**config.mk**
```make
export PLATFORM = sky130hd
export DESIGN_NAME = seeprom_ctrl
export DESIGN_NICKNAME = d
export VERILOG_FILES = /design/src/rtl/seeprom_pkg.sv /design/src/rtl/seeprom_tick.sv /design/src/rtl/seeprom_reader.sv /design/src/rtl/seeprom_pinmux.sv /design/src/rtl/seeprom_ctrl.sv
export SDC_FILE = /design/constraint.sdc
export NUM_CORES = 1
export LEC_CHECK = 0
export BUFFER_PORTS_ARGS = -buffer_cell sky130_fd_sc_hd__buf_4
export CELL_PAD_IN_SITES_DETAIL_PLACEMENT = 1
export CELL_PAD_IN_SITES_GLOBAL_PLACEMENT = 1
export CORE_UTILIZATION = 43
export CTS_CLUSTER_DIAMETER = 200
export DETAILED_ROUTE_END_ITERATION = 16
export PLACE_DENSITY = 0.88
export RECOVER_POWER = 100
export SLEW_MARGIN = 40
export SYNTH_ARGS = -nofsm -noshare
export SYNTH_HDL_FRONTEND = slang
export SYNTH_SLANG_ARGS = --single-unit
export TNS_END_PERCENT = 5
```
**constraint.sdc**
```tcl
create_clock -name clk -period 5.3 [get_ports clk]
set_input_delay 1.59 -clock clk [delete_from_list [all_inputs] [get_ports clk]]
set_output_delay 1.59 -clock clk [all_outputs]
set_load 0.02 [all_outputs]
```
**src/rtl/seeprom_pkg.sv**
```systemverilog
package seeprom_pkg;
   typedef enum logic [1:0] {
      RD_IDLE  = 2'd0,
      RD_SHIFT = 2'd1,
      RD_DONE  = 2'd2
   } rd_state_e;

   typedef struct packed {
      logic cs;
      logic sk;
      logic dout;
   } port_pins_t;

   localparam int unsigned REG_W   = 8;
   localparam int unsigned B_REQ   = 0;
   localparam int unsigned B_EN    = 1;
   localparam int unsigned B_CS    = 2;
   localparam int unsigned B_SK    = 3;
   localparam int unsigned B_DO    = 4;
   localparam int unsigned B_BUSY  = 5;
   localparam int unsigned B_VALID = 6;
   localparam int unsigned B_DI    = 7;
endpackage

```
**src/rtl/seeprom_tick.sv**
```systemverilog
module seeprom_tick #(
   parameter int unsigned CLK_DIV = 4
) (
   input  logic clk,
   input  logic rst_n,
   input  logic clr,
   output logic tick
);
   localparam int unsigned HALF  = CLK_DIV / 2;
   localparam int unsigned CNT_W = (HALF > 1) ? $clog2(HALF) : 1;

   generate
      if (HALF == 1) begin : g_every_cycle
         assign tick = rst_n & ~clr;
      end else begin : g_counted
         logic [CNT_W-1:0] cnt;
         always_ff @(posedge clk or negedge rst_n) begin
            if (!rst_n) begin
               cnt <= '0;
            end else if (clr) begin
               cnt <= '0;
            end else if (cnt == CNT_W'(HALF - 1)) begin
               cnt <= '0;
            end else begin
               cnt <= cnt + 1'b1;
            end
         end
         assign tick = (cnt == CNT_W'(HALF - 1)) & ~clr;
      end
   endgenerate
endmodule

```
**src/rtl/seeprom_reader.sv**
```systemverilog
module seeprom_reader
   import seeprom_pkg::*;
#(
   parameter int unsigned NWORDS     = 4,
   parameter int unsigned ADDR_W     = 6,
   parameter int unsigned START_ADDR = 0,
   parameter logic [2:0]  OPCODE     = 3'b110,
   parameter int unsigned CLK_DIV    = 4
) (
   input  logic                     clk,
   input  logic                     rst_n,
   input  logic                     soft_rst,
   input  logic                     start,
   input  logic                     short_mode,
   input  logic                     ee_di,
   output logic                     busy,
   output logic                     done,
   output logic                     sum_ok,
   output port_pins_t               pins,
   output logic [NWORDS*16-1:0]     data
);
   localparam int unsigned CMD_W     = 3 + ADDR_W;
   localparam int unsigned DATA_BITS = NWORDS * 16;
   localparam int unsigned TOTAL     = CMD_W + DATA_BITS;
   localparam int unsigned CNT_W     = $clog2(TOTAL + 1);
   localparam int unsigned NBYTES    = NWORDS * 2;
   localparam logic [CMD_W-1:0] CMD  = {OPCODE, ADDR_W'(START_ADDR)};

   rd_state_e              st;
   logic [CNT_W-1:0]       bitcnt;
   logic                   cs_q, sk_q, do_q, short_q;
   logic [DATA_BITS-1:0]   shreg;
   logic                   tick;
   logic [7:0]             bsum;

   function automatic logic cmd_bit(input logic [CNT_W-1:0] idx);
      logic [CMD_W-1:0] t;
      t = CMD << idx;
      return t[CMD_W-1];
   endfunction

   seeprom_tick #(.CLK_DIV(CLK_DIV)) u_tick (
      .clk   (clk),
      .rst_n (rst_n),
      .clr   (st != RD_SHIFT),
      .tick  (tick)
   );

   always_ff @(posedge clk or negedge rst_n) begin
      if (!rst_n) begin
         st      <= RD_IDLE;
         bitcnt  <= '0;
         cs_q    <= 1'b0;
         sk_q    <= 1'b0;
         do_q    <= 1'b0;
         short_q <= 1'b0;
         shreg   <= '0;
      end else if (soft_rst) begin
         st   <= RD_IDLE;
         cs_q <= 1'b0;
         sk_q <= 1'b0;
         do_q <= 1'b0;
      end else begin
         case (st)
            RD_IDLE: begin
               if (start) begin
                  st      <= RD_SHIFT;
                  cs_q    <= 1'b1;
                  sk_q    <= 1'b0;
                  do_q    <= CMD[CMD_W-1];
                  bitcnt  <= '0;
                  short_q <= short_mode;
               end
            end
            RD_SHIFT: begin
               if (tick) begin
                  if (!sk_q) begin
                     sk_q <= 1'b1;
                     if (bitcnt >= CNT_W'(CMD_W)) begin
                        shreg <= {shreg[DATA_BITS-2:0], ee_di};
                     end
                  end else begin
                     sk_q <= 1'b0;
                     if ((bitcnt == CNT_W'(TOTAL - 1)) ||
                         (short_q && (bitcnt == CNT_W'(1)))) begin
                        st   <= RD_DONE;
                        do_q <= 1'b0;
                     end else begin
                        bitcnt <= bitcnt + 1'b1;
                        do_q   <= cmd_bit(bitcnt + 1'b1);
                     end
                  end
               end
            end
            RD_DONE: begin
               st   <= RD_IDLE;
               cs_q <= 1'b0;
            end
            default: st <= RD_IDLE;
         endcase
      end
   end

   always_comb begin
      bsum = '0;
      for (int b = 0; b < NBYTES; b++) begin
         bsum = bsum + shreg[b*8 +: 8];
      end
   end

   assign busy   = (st != RD_IDLE);
   assign done   = (st == RD_DONE) & ~soft_rst;
   assign sum_ok = (bsum == 8'hFF) & ~short_q;
   assign data   = shreg;
   assign pins   = '{cs: cs_q, sk: sk_q, dout: do_q};
endmodule

```
**src/rtl/seeprom_pinmux.sv**
```systemverilog
module seeprom_pinmux
   import seeprom_pkg::*;
(
   input  logic       rst_n,
   input  logic       eng_sel,
   input  logic       man_en,
   input  port_pins_t eng,
   input  port_pins_t man,
   output logic       cs_o,
   output logic       sk_o,
   output logic       sk_oe_o,
   output logic       do_o,
   output logic       do_oe_o
);
   port_pins_t sel;

   always_comb begin
      if (eng_sel) begin
         sel = eng;
      end else if (man_en) begin
         sel = man;
      end else begin
         sel = '0;
      end
      if (!rst_n) begin
         cs_o    = 1'b0;
         sk_o    = 1'b0;
         do_o    = 1'b0;
         sk_oe_o = 1'b0;
         do_oe_o = 1'b0;
      end else begin
         cs_o    = sel.cs;
         sk_o    = sel.sk;
         do_o    = sel.dout;
         sk_oe_o = 1'b1;
         do_oe_o = 1'b1;
      end
   end
endmodule

```
**src/rtl/seeprom_ctrl.sv**
```systemverilog
module seeprom_ctrl
   import seeprom_pkg::*;
#(
   parameter int unsigned NWORDS     = 4,
   parameter int unsigned ADDR_W     = 6,
   parameter int unsigned START_ADDR = 0,
   parameter logic [2:0]  OPCODE     = 3'b110,
   parameter int unsigned CLK_DIV    = 4
) (
   input  logic                 clk,
   input  logic                 rst_n,
   input  logic                 soft_rst_i,
   input  logic                 stop_i,
   input  logic                 suspend_i,
   input  logic                 present_i,
   input  logic                 reg_we_i,
   input  logic [7:0]           reg_wdata_i,
   output logic [7:0]           reg_rdata_o,
   output logic                 busy_o,
   output logic                 valid_o,
   output logic [NWORDS*16-1:0] cfg_words_o,
   output logic                 ee_cs_o,
   output logic                 ee_sk_o,
   output logic                 ee_sk_oe_o,
   output logic                 ee_do_o,
   output logic                 ee_do_oe_o,
   input  logic                 ee_di_i
);
   localparam int unsigned DATA_BITS = NWORDS * 16;

   if (CLK_DIV < 2 || (CLK_DIV % 2) != 0) begin : g_bad_div
      $error("seeprom_ctrl: CLK_DIV must be even and at least 2");
   end
   if (NWORDS < 1) begin : g_bad_words
      $error("seeprom_ctrl: NWORDS must be at least 1");
   end
   if (ADDR_W < 1 || START_ADDR >= (1 << ADDR_W)) begin : g_bad_addr
      $error("seeprom_ctrl: START_ADDR must fit in ADDR_W bits");
   end

   logic                 en_q, cs_q, sk_q, do_q, req_q, valid_q, auto_pend;
   logic [DATA_BITS-1:0] bank_q;
   logic                 eng_busy, eng_done, eng_ok, start, wr_ok;
   logic [DATA_BITS-1:0] eng_data;
   logic [DATA_BITS-1:0] eng_words;
   port_pins_t           eng_pins;

   assign wr_ok = stop_i | suspend_i;
   assign start = ~eng_busy & (auto_pend | req_q) & ~soft_rst_i;

   seeprom_reader #(
      .NWORDS     (NWORDS),
      .ADDR_W     (ADDR_W),
      .START_ADDR (START_ADDR),
      .OPCODE     (OPCODE),
      .CLK_DIV    (CLK_DIV)
   ) u_reader (
      .clk        (clk),
      .rst_n      (rst_n),
      .soft_rst   (soft_rst_i),
      .start      (start),
      .short_mode (auto_pend & ~present_i),
      .ee_di      (ee_di_i),
      .busy       (eng_busy),
      .done       (eng_done),
      .sum_ok     (eng_ok),
      .pins       (eng_pins),
      .data       (eng_data)
   );

   // first word received sits at the top of the shift register
   for (genvar w = 0; w < NWORDS; w++) begin : g_word_map
      assign eng_words[w*16 +: 16] = eng_data[(NWORDS-1-w)*16 +: 16];
   end

   always_ff @(posedge clk or negedge rst_n) begin
      if (!rst_n) begin
         en_q      <= 1'b0;
         cs_q      <= 1'b0;
         sk_q      <= 1'b0;
         do_q      <= 1'b0;
         req_q     <= 1'b0;
         valid_q   <= 1'b0;
         auto_pend <= 1'b1;
         bank_q    <= '0;
      end else begin
         if (start) begin
            auto_pend <= 1'b0;
         end
         if (reg_we_i && wr_ok) begin
            req_q <= reg_wdata_i[B_REQ];
            en_q  <= reg_wdata_i[B_EN];
            cs_q  <= reg_wdata_i[B_CS];
            sk_q  <= reg_wdata_i[B_SK];
            do_q  <= reg_wdata_i[B_DO];
         end
         if (eng_done || soft_rst_i) begin
            req_q <= 1'b0;
         end
         if (eng_done) begin
            valid_q <= eng_ok;
            if (eng_ok) begin
               bank_q <= eng_words;
            end
         end
      end
   end

   seeprom_pinmux u_pinmux (
      .rst_n   (rst_n),
      .eng_sel (eng_busy | req_q | auto_pend),
      .man_en  (en_q),
      .eng     (eng_pins),
      .man     ('{cs: cs_q, sk: sk_q, dout: do_q}),
      .cs_o    (ee_cs_o),
      .sk_o    (ee_sk_o),
      .sk_oe_o (ee_sk_oe_o),
      .do_o    (ee_do_o),
      .do_oe_o (ee_do_oe_o)
   );

   assign reg_rdata_o = {ee_di_i, valid_q, eng_busy, do_q, sk_q, cs_q, en_q, req_q};
   assign busy_o      = eng_busy;
   assign valid_o     = valid_q;
   assign cfg_words_o = bank_q;
endmodule

```
Word level (Yosys, flattened, before mapping)
Index checks and enable logic that the tools add are counted.
{ "op_classes": {"add_sub_neg": 9, "order_cmp": 1, "n_eq_ne": 14, "shifts": 1, "mux": 34, "bitwise": 16, "reduce_logical": 18} }
{ "ops": {"columns": ["cell", "count"], "rows": [
  ["8-bit adder", 7],
  ["7-bit 2-to-1 mux", 4],
  ["1-bit 2-to-1 mux", 18],
  ["7-bit case mux with 2 select lines", 1],
  ["2-bit 2-to-1 mux", 5],
  ["3-bit by 2-bit != test with 1-bit output (second input constant)", 3],
  ["9-bit by 7-bit left shift with 9-bit output (first input constant)", 1],
  ["8-bit == test (second input constant)", 1],
  ["4-bit AND reduction", 2],
  ["7-bit by 1-bit adder with 7-bit output (second input constant)", 1],
  ["7-bit by 1-bit == test with 1-bit output (second input constant)", 1],
  ["7-bit == test (second input constant)", 1],
  ["7-bit by 4-bit >= comparator with 1-bit output (second input constant)", 1],
  ["1-bit AND", 6],
  ["3-bit 2-to-1 mux", 2],
  ["2-bit by 1-bit != test with 1-bit output (second input constant)", 3],
  ["1-bit NOT", 6],
  ["1-bit case mux with 2 select lines", 3],
  ["3-bit AND reduction", 2],
  ["6-bit AND reduction", 1],
  ["2-bit nonzero test", 3],
  ["3-bit nonzero test", 2],
  ["5-bit AND reduction", 1],
  ["2-bit != test (second input constant)", 2],
  ["10 further kinds", 16]
]} }
{ "word_totals": {"ff_bits": 149, "input_bits": 16, "output_inout_bits": 79, "word_cells": 109} }

Depth between registers and ports, before layout
{ "logic_depth": {"word_depth": 10, "depth_mapped": 18, "depth_no_buf": 16} }

By module
From an unflattened synthesis, not the netlist that was laid out.
{ "hier_totals": {"hier_cells": 549, "hier_area_um2": 7569.8} }
{ "modules_own_cells": {"columns": ["mod", "n_inst", "cells_each", "area_per_inst_um2", "seq_area_each_um2"], "rows": [
  ["seeprom_reader", 1, 369, 4526.8, 1926.8],
  ["seeprom_ctrl", 1, 166, 2932.8, 1778.0],
  ["seeprom_pinmux", 1, 11, 67.6, 0.0],
  ["seeprom_tick", 1, 3, 42.5, 25.0]
]} }

Least setup slack after synthesis
Ideal clock, no wire load.
{ "synth_path": {"path_type": "register to register", "from": "reg u_reader.shreg[2] (netlist: u_reader.data[2])", "to": "reg bank_q[0] (netlist: cfg_words_o[0])", "setup_ps": 125, "arrival_time_ps": 4983, "required_ps": 5175, "path_slack_ps": 192, "stages_incl_launch_ff": 17, "n_path_buf": 2, "synth_period_minus_slack_ps": 5108, "path_cell_list": "dfrtp_1 -> fa_1 -> inv_1 -> fa_1 -> fa_1 -> fa_1 -> inv_1 -> ha_1 -> fa_1 -> nand4_1 -> or4_1 -> or3_1 -> nor3b_2 -> mux2i_1 -> buf_6 -> buf_6 -> mux2_4"} }
{ "synth_between": {"elab_chain_cells": 10} }
{ "synth_lines": {"columns": ["element", "line", "rtl"], "rows": [
  ["from (decl)", "seeprom_reader.sv:32", "logic [DATA_BITS-1:0] shreg;"],
  ["from (signal assigned)", "seeprom_reader.sv:80", "shreg <= {shreg[DATA_BITS-2:0], ee_di};"],
  ["8-bit adder (7 in a row)", "seeprom_reader.sv:107", "bsum = bsum + shreg[b*8 +: 8];"],
  ["8-bit == test", "seeprom_reader.sv:113", "assign sum_ok = (bsum == 8'hFF) & ~short_q;"],
  ["1-bit AND", "seeprom_reader.sv:113", null],
  ["2-bit AND reduction (no line)", null, null],
  ["to (signal assigned)", "seeprom_ctrl.sv:103", "bank_q <= eng_words;"],
  ["to (decl)", "seeprom_ctrl.sv:42", "logic [DATA_BITS-1:0] bank_q;"]
]} }
No other way between the ends.
A chain may end at the register's enable or synchronous reset.

Worst setup path after layout
{ "layout_path": {"from": "reg u_reader.shreg[33] (netlist: u_reader.data[33])", "to": "reg bank_q[17] (netlist: cfg_words_o[17])"} }
{ "layout_between": {"elab_chain_cells": 7} }
{ "layout_lines": {"columns": ["element", "line"], "rows": [
  ["8-bit adder (4 in a row)", "seeprom_reader.sv:107"],
  ["8-bit == test", "seeprom_reader.sv:113"],
  ["1-bit AND", "seeprom_reader.sv:113"],
  ["2-bit AND reduction (no line)", null]
]} }
Parallel ways exist; a longest one is shown, timed or not.

==> results.sh <==
export IMPL_status="finished, violations left"
export IMPL_violations="max-capacitance violations, max-slew violations, negative setup slack"
export IMPL_tritoncts="built"
export IMPL_worst_clock_skew_ns=0.0109
export IMPL_p_leak_nw=4.30
export IMPL_drive_gt1_frac=0.306
export IMPL_crit_buf_inv=4
export IMPL_antenna_found_initial=0
export IMPL_clkPwrFrac=0.476
export IMPL_wl_um=19500
export IMPL_ctsHoldBuffers=0
export IMPL_period_share=1.00
export IMPL_vias=4715
export IMPL_synthFlopType="dfrtp_1"
export IMPL_ios=95
export IMPL_cpMostUsedCell="fa_2"
export IMPL_regArea_mm2=0.00373
export IMPL_finalSetupViolations=2
export IMPL_h_tree_depth=4
export IMPL_overflow=0
export IMPL_min_period_ns=5.30
export IMPL_crit_slowest_cell="fa_1"
export IMPL_crit_path_start_kind="flip-flop"
export IMPL_rsz0062_at_grt="yes"
export IMPL_cpLargestDelayFamily="adder cells"
export IMPL_p_per_area_mw_per_mm2=289
export IMPL_hold_violations=0
export IMPL_clkLatencyLatePin_ns=0.44
export IMPL_crit_path_end_kind="flip-flop"
export IMPL_clk_pin_slew_ns=0.06
export IMPL_numCtsBuffers=17
export IMPL_gp_routability_congestion=0.816
export IMPL_grt_pass1_wl_um=31400
export IMPL_hold_path_class="flip-flop to flip-flop"
export IMPL_synth_area_mm2=0.00743
export IMPL_ctsLongestPathBuffers=2
export IMPL_viasPerCell=5.26
export IMPL_grtUsageTotal=0.239
export IMPL_setup_ws_ns=-0.00478
export IMPL_p_total_mw=2.56
export IMPL_vdd_drop_max_mv=0.223
export IMPL_cp_max_fo=9
export IMPL_finalMaxSlewViolations=193
export IMPL_pwr_share_seq=0.457
export IMPL_chipHeight_um=133
export IMPL_syn_area_per_cell_um2=13.5
export IMPL_first_pass_iters=4
export IMPL_p_switching_mw=0.647
export IMPL_root_buffer="clkbuf_16"
export IMPL_arrival_ns=5.63
export IMPL_max_freq_mhz=189
export IMPL_ant_nets=0
export IMPL_die_x_um=133
export IMPL_setup_tns_ns=-0.00606
export IMPL_drtIter0Drc=246
export IMPL_insertedDiodeCount=0
export IMPL_slew_limit_headroom=-0.899
export IMPL_crit_path_cell_trace="fa_1, inv_2, fa_1, fa_2, inv_1, fa_2, ha_4, fa_2, nand4_1, or4_4, or3_4, nor3b_4, mux2i_4, buf_6, buf_12, mux2_4"
export IMPL_finalHoldWorstSlack_ns=0.507
export IMPL_fill_cells=1695
export IMPL_syn_num_nets=616
export IMPL_dieArea_mm2=0.0178
export IMPL_path_class="flip-flop to flip-flop"
export IMPL_clock_sinks=149
export IMPL_worst_pin_slew_ns=2.85
export IMPL_yosysSeqAreaShare=0.502
export IMPL_ys_seq_elements=149
export IMPL_multi_input_area_mm2=0.00334
export IMPL_yosys_warnings=0
export IMPL_drc_errors=0
export IMPL_swShare=0.252
export IMPL_start_util=0.445
export IMPL_core_mm2=0.0167
export IMPL_row_count=47
export IMPL_wl_per_cell_um=21.8
export IMPL_syn_inst=550
export IMPL_p_comb_frac=0.067
export IMPL_nNetsFinal=730
export IMPL_portBuffers=91
export IMPL_max_cap_viol_count=4
export IMPL_required_ns=5.62
export IMPL_ys_types=45
export IMPL_synth_async_reset_ratio=1.00
export IMPL_syn2layout_area_growth_pct=19.3
export IMPL_crit_path_max_incr_delay_ns=0.57
export IMPL_p_int_mw=1.92
export IMPL_synth_edf_count=0
export IMPL_dp_hpwl_um=13100
export IMPL_grt_pass1_vias=5445
export IMPL_grt_max_degree=68
## metrics by stage
stage	area [um^2]	std cells	util	setup WS, ns
6_report	8860	897	0.531	-0.00478
5_1_grt	8860	897	0.531	-0.114
4_1_cts	9200	894	0.551	-0.0930
3_5_place_dp	8430	855	0.505	-0.226
3_3_place_gp	8430	855	0.505	-0.0781
2_1_floorplan	7430	550	-	0.192
## state kept, by name, summed over array words and instances, names as in the netlist, 2 cells and up
register and count:
u_reader.bitcnt 7, u_reader.data 64, cfg_words_o 64, u_reader.st 2
## cells in the final DEF (no fill, tap or decap), types with 8 or more instances in the layout
cell and instances:
mux2_2 67, nand3_1 8, ha_1 10, nand2_1 28, clkbuf_1 83, clkbuf_16 17, dfrtp_1 148, xnor2_1 13
fa_1 36, o21ai_0 34, nor2_1 10, mux2_4 49, buf_4 30, inv_1 49
## kinds of logic (layout without fill, tap and decap cells)
logic type / count (synthesis) / in the layout / share of synthesized area
AOI/OAI and AO/OA: 55 / 55 / 0.0446
xor gates and xnor gates: 17 / 17 / 0.0200
adders and majority gates: 50 / 50 / 0.124
buffers and inverters: 84 / 211 / 0.0546
DFF: 149 / 149 / 0.502
muxes: 119 / 119 / 0.205
and+or+nand+nor: 76 / 76 / 0.0504
## path summary, 6_finish.rpt
| path | startpoint | endpoint | slack (ns) | cells after the start |
|---|---|---|---|---|
| max reg2reg | u_reader.data[33] | cfg_words_o[17] | -0.005 | 16 |
| max in group asynchronous | rst_n | cfg_words_o[1] | 1.03 | 2 |
| min reg2reg | cfg_words_o[45] | cfg_words_o[45] | 0.51 | 1 |
| min in group asynchronous | rst_n | cfg_words_o[23] | 1.06 | 1 |
| min | cfg_words_o[45] | cfg_words_o[45] | 0.51 | 1 |
| max | u_reader.data[33] | cfg_words_o[17] | -0.005 | 16 |
## power groups by stage
| stage | Combinational [mW] | Sequential (mW) | Clock [mW] |
|---|---|---|---|
| floorplan | 0.103 | 1.18 | 0 |
| global placement | 0.154 | 1.19 | 0 |
| detailed placement | 0.171 | 1.19 | 0 |
| CTS | 0.181 | 1.17 | 1.24 |
| global route | 0.192 | 1.17 | 1.29 |
| finish | 0.173 | 1.17 | 1.22 |
## per-layer routing
| layer | vias up | global-route usage | wire, um |
|---|---|---|---|
| met5 | - | 0 | 0 |
| met4 | 0 | 0.140 | 892 |
| met3 | 64 | 0.0464 | 827 |
| met2 | 147 | 0.405 | 10000 |
| met1 | 2423 | 0.282 | 7760 |
| li1 | 2081 | - | - |
## area by class of cell
| cell class | count | area share |
|---|---|---|
| tap | 220 | 0.0311 |
| inverter | 54 | 0.0229 |
| sequential | 149 | 0.421 |
| timing repair buffer | 125 | 0.0813 |
| multi-input combinational | 317 | 0.377 |
| clock buffer | 17 | 0.0480 |
| clock inverter | 15 | 0.0192 |
## cell usage after synthesis, drive strengths merged (4+ instances only)
| master | number | share of area |
|---|---|---|
| dfrtp | 148 | 0.50 |
| mux2 | 117 | 0.20 |
| inv | 54 | 0.027 |
| fa | 39 | 0.11 |
| o21ai | 34 | 0.023 |
| nand2 | 28 | 0.014 |
| buf | 23 | 0.024 |
| xnor2 | 13 | 0.015 |
| ha | 11 | 0.019 |
| nor2 | 10 | 0.0051 |
| nand3 | 8 | 0.0054 |
| clkbuf | 7 | 0.0035 |
| nor3 | 7 | 0.0047 |
| nand2b | 5 | 0.0042 |
| nor2b | 4 | 0.0034 |
| xor2 | 4 | 0.0047 |
## what timing repair did
item                                    4_1_cts  5_1_grt
pin swaps                                    16        8
cloned                                        3        0
endpoints found under the setup margin       64       64
setup buffers                                 4        6
resized for setup                            14        7
No activity file was read; power rests on OpenSTA's default activity.
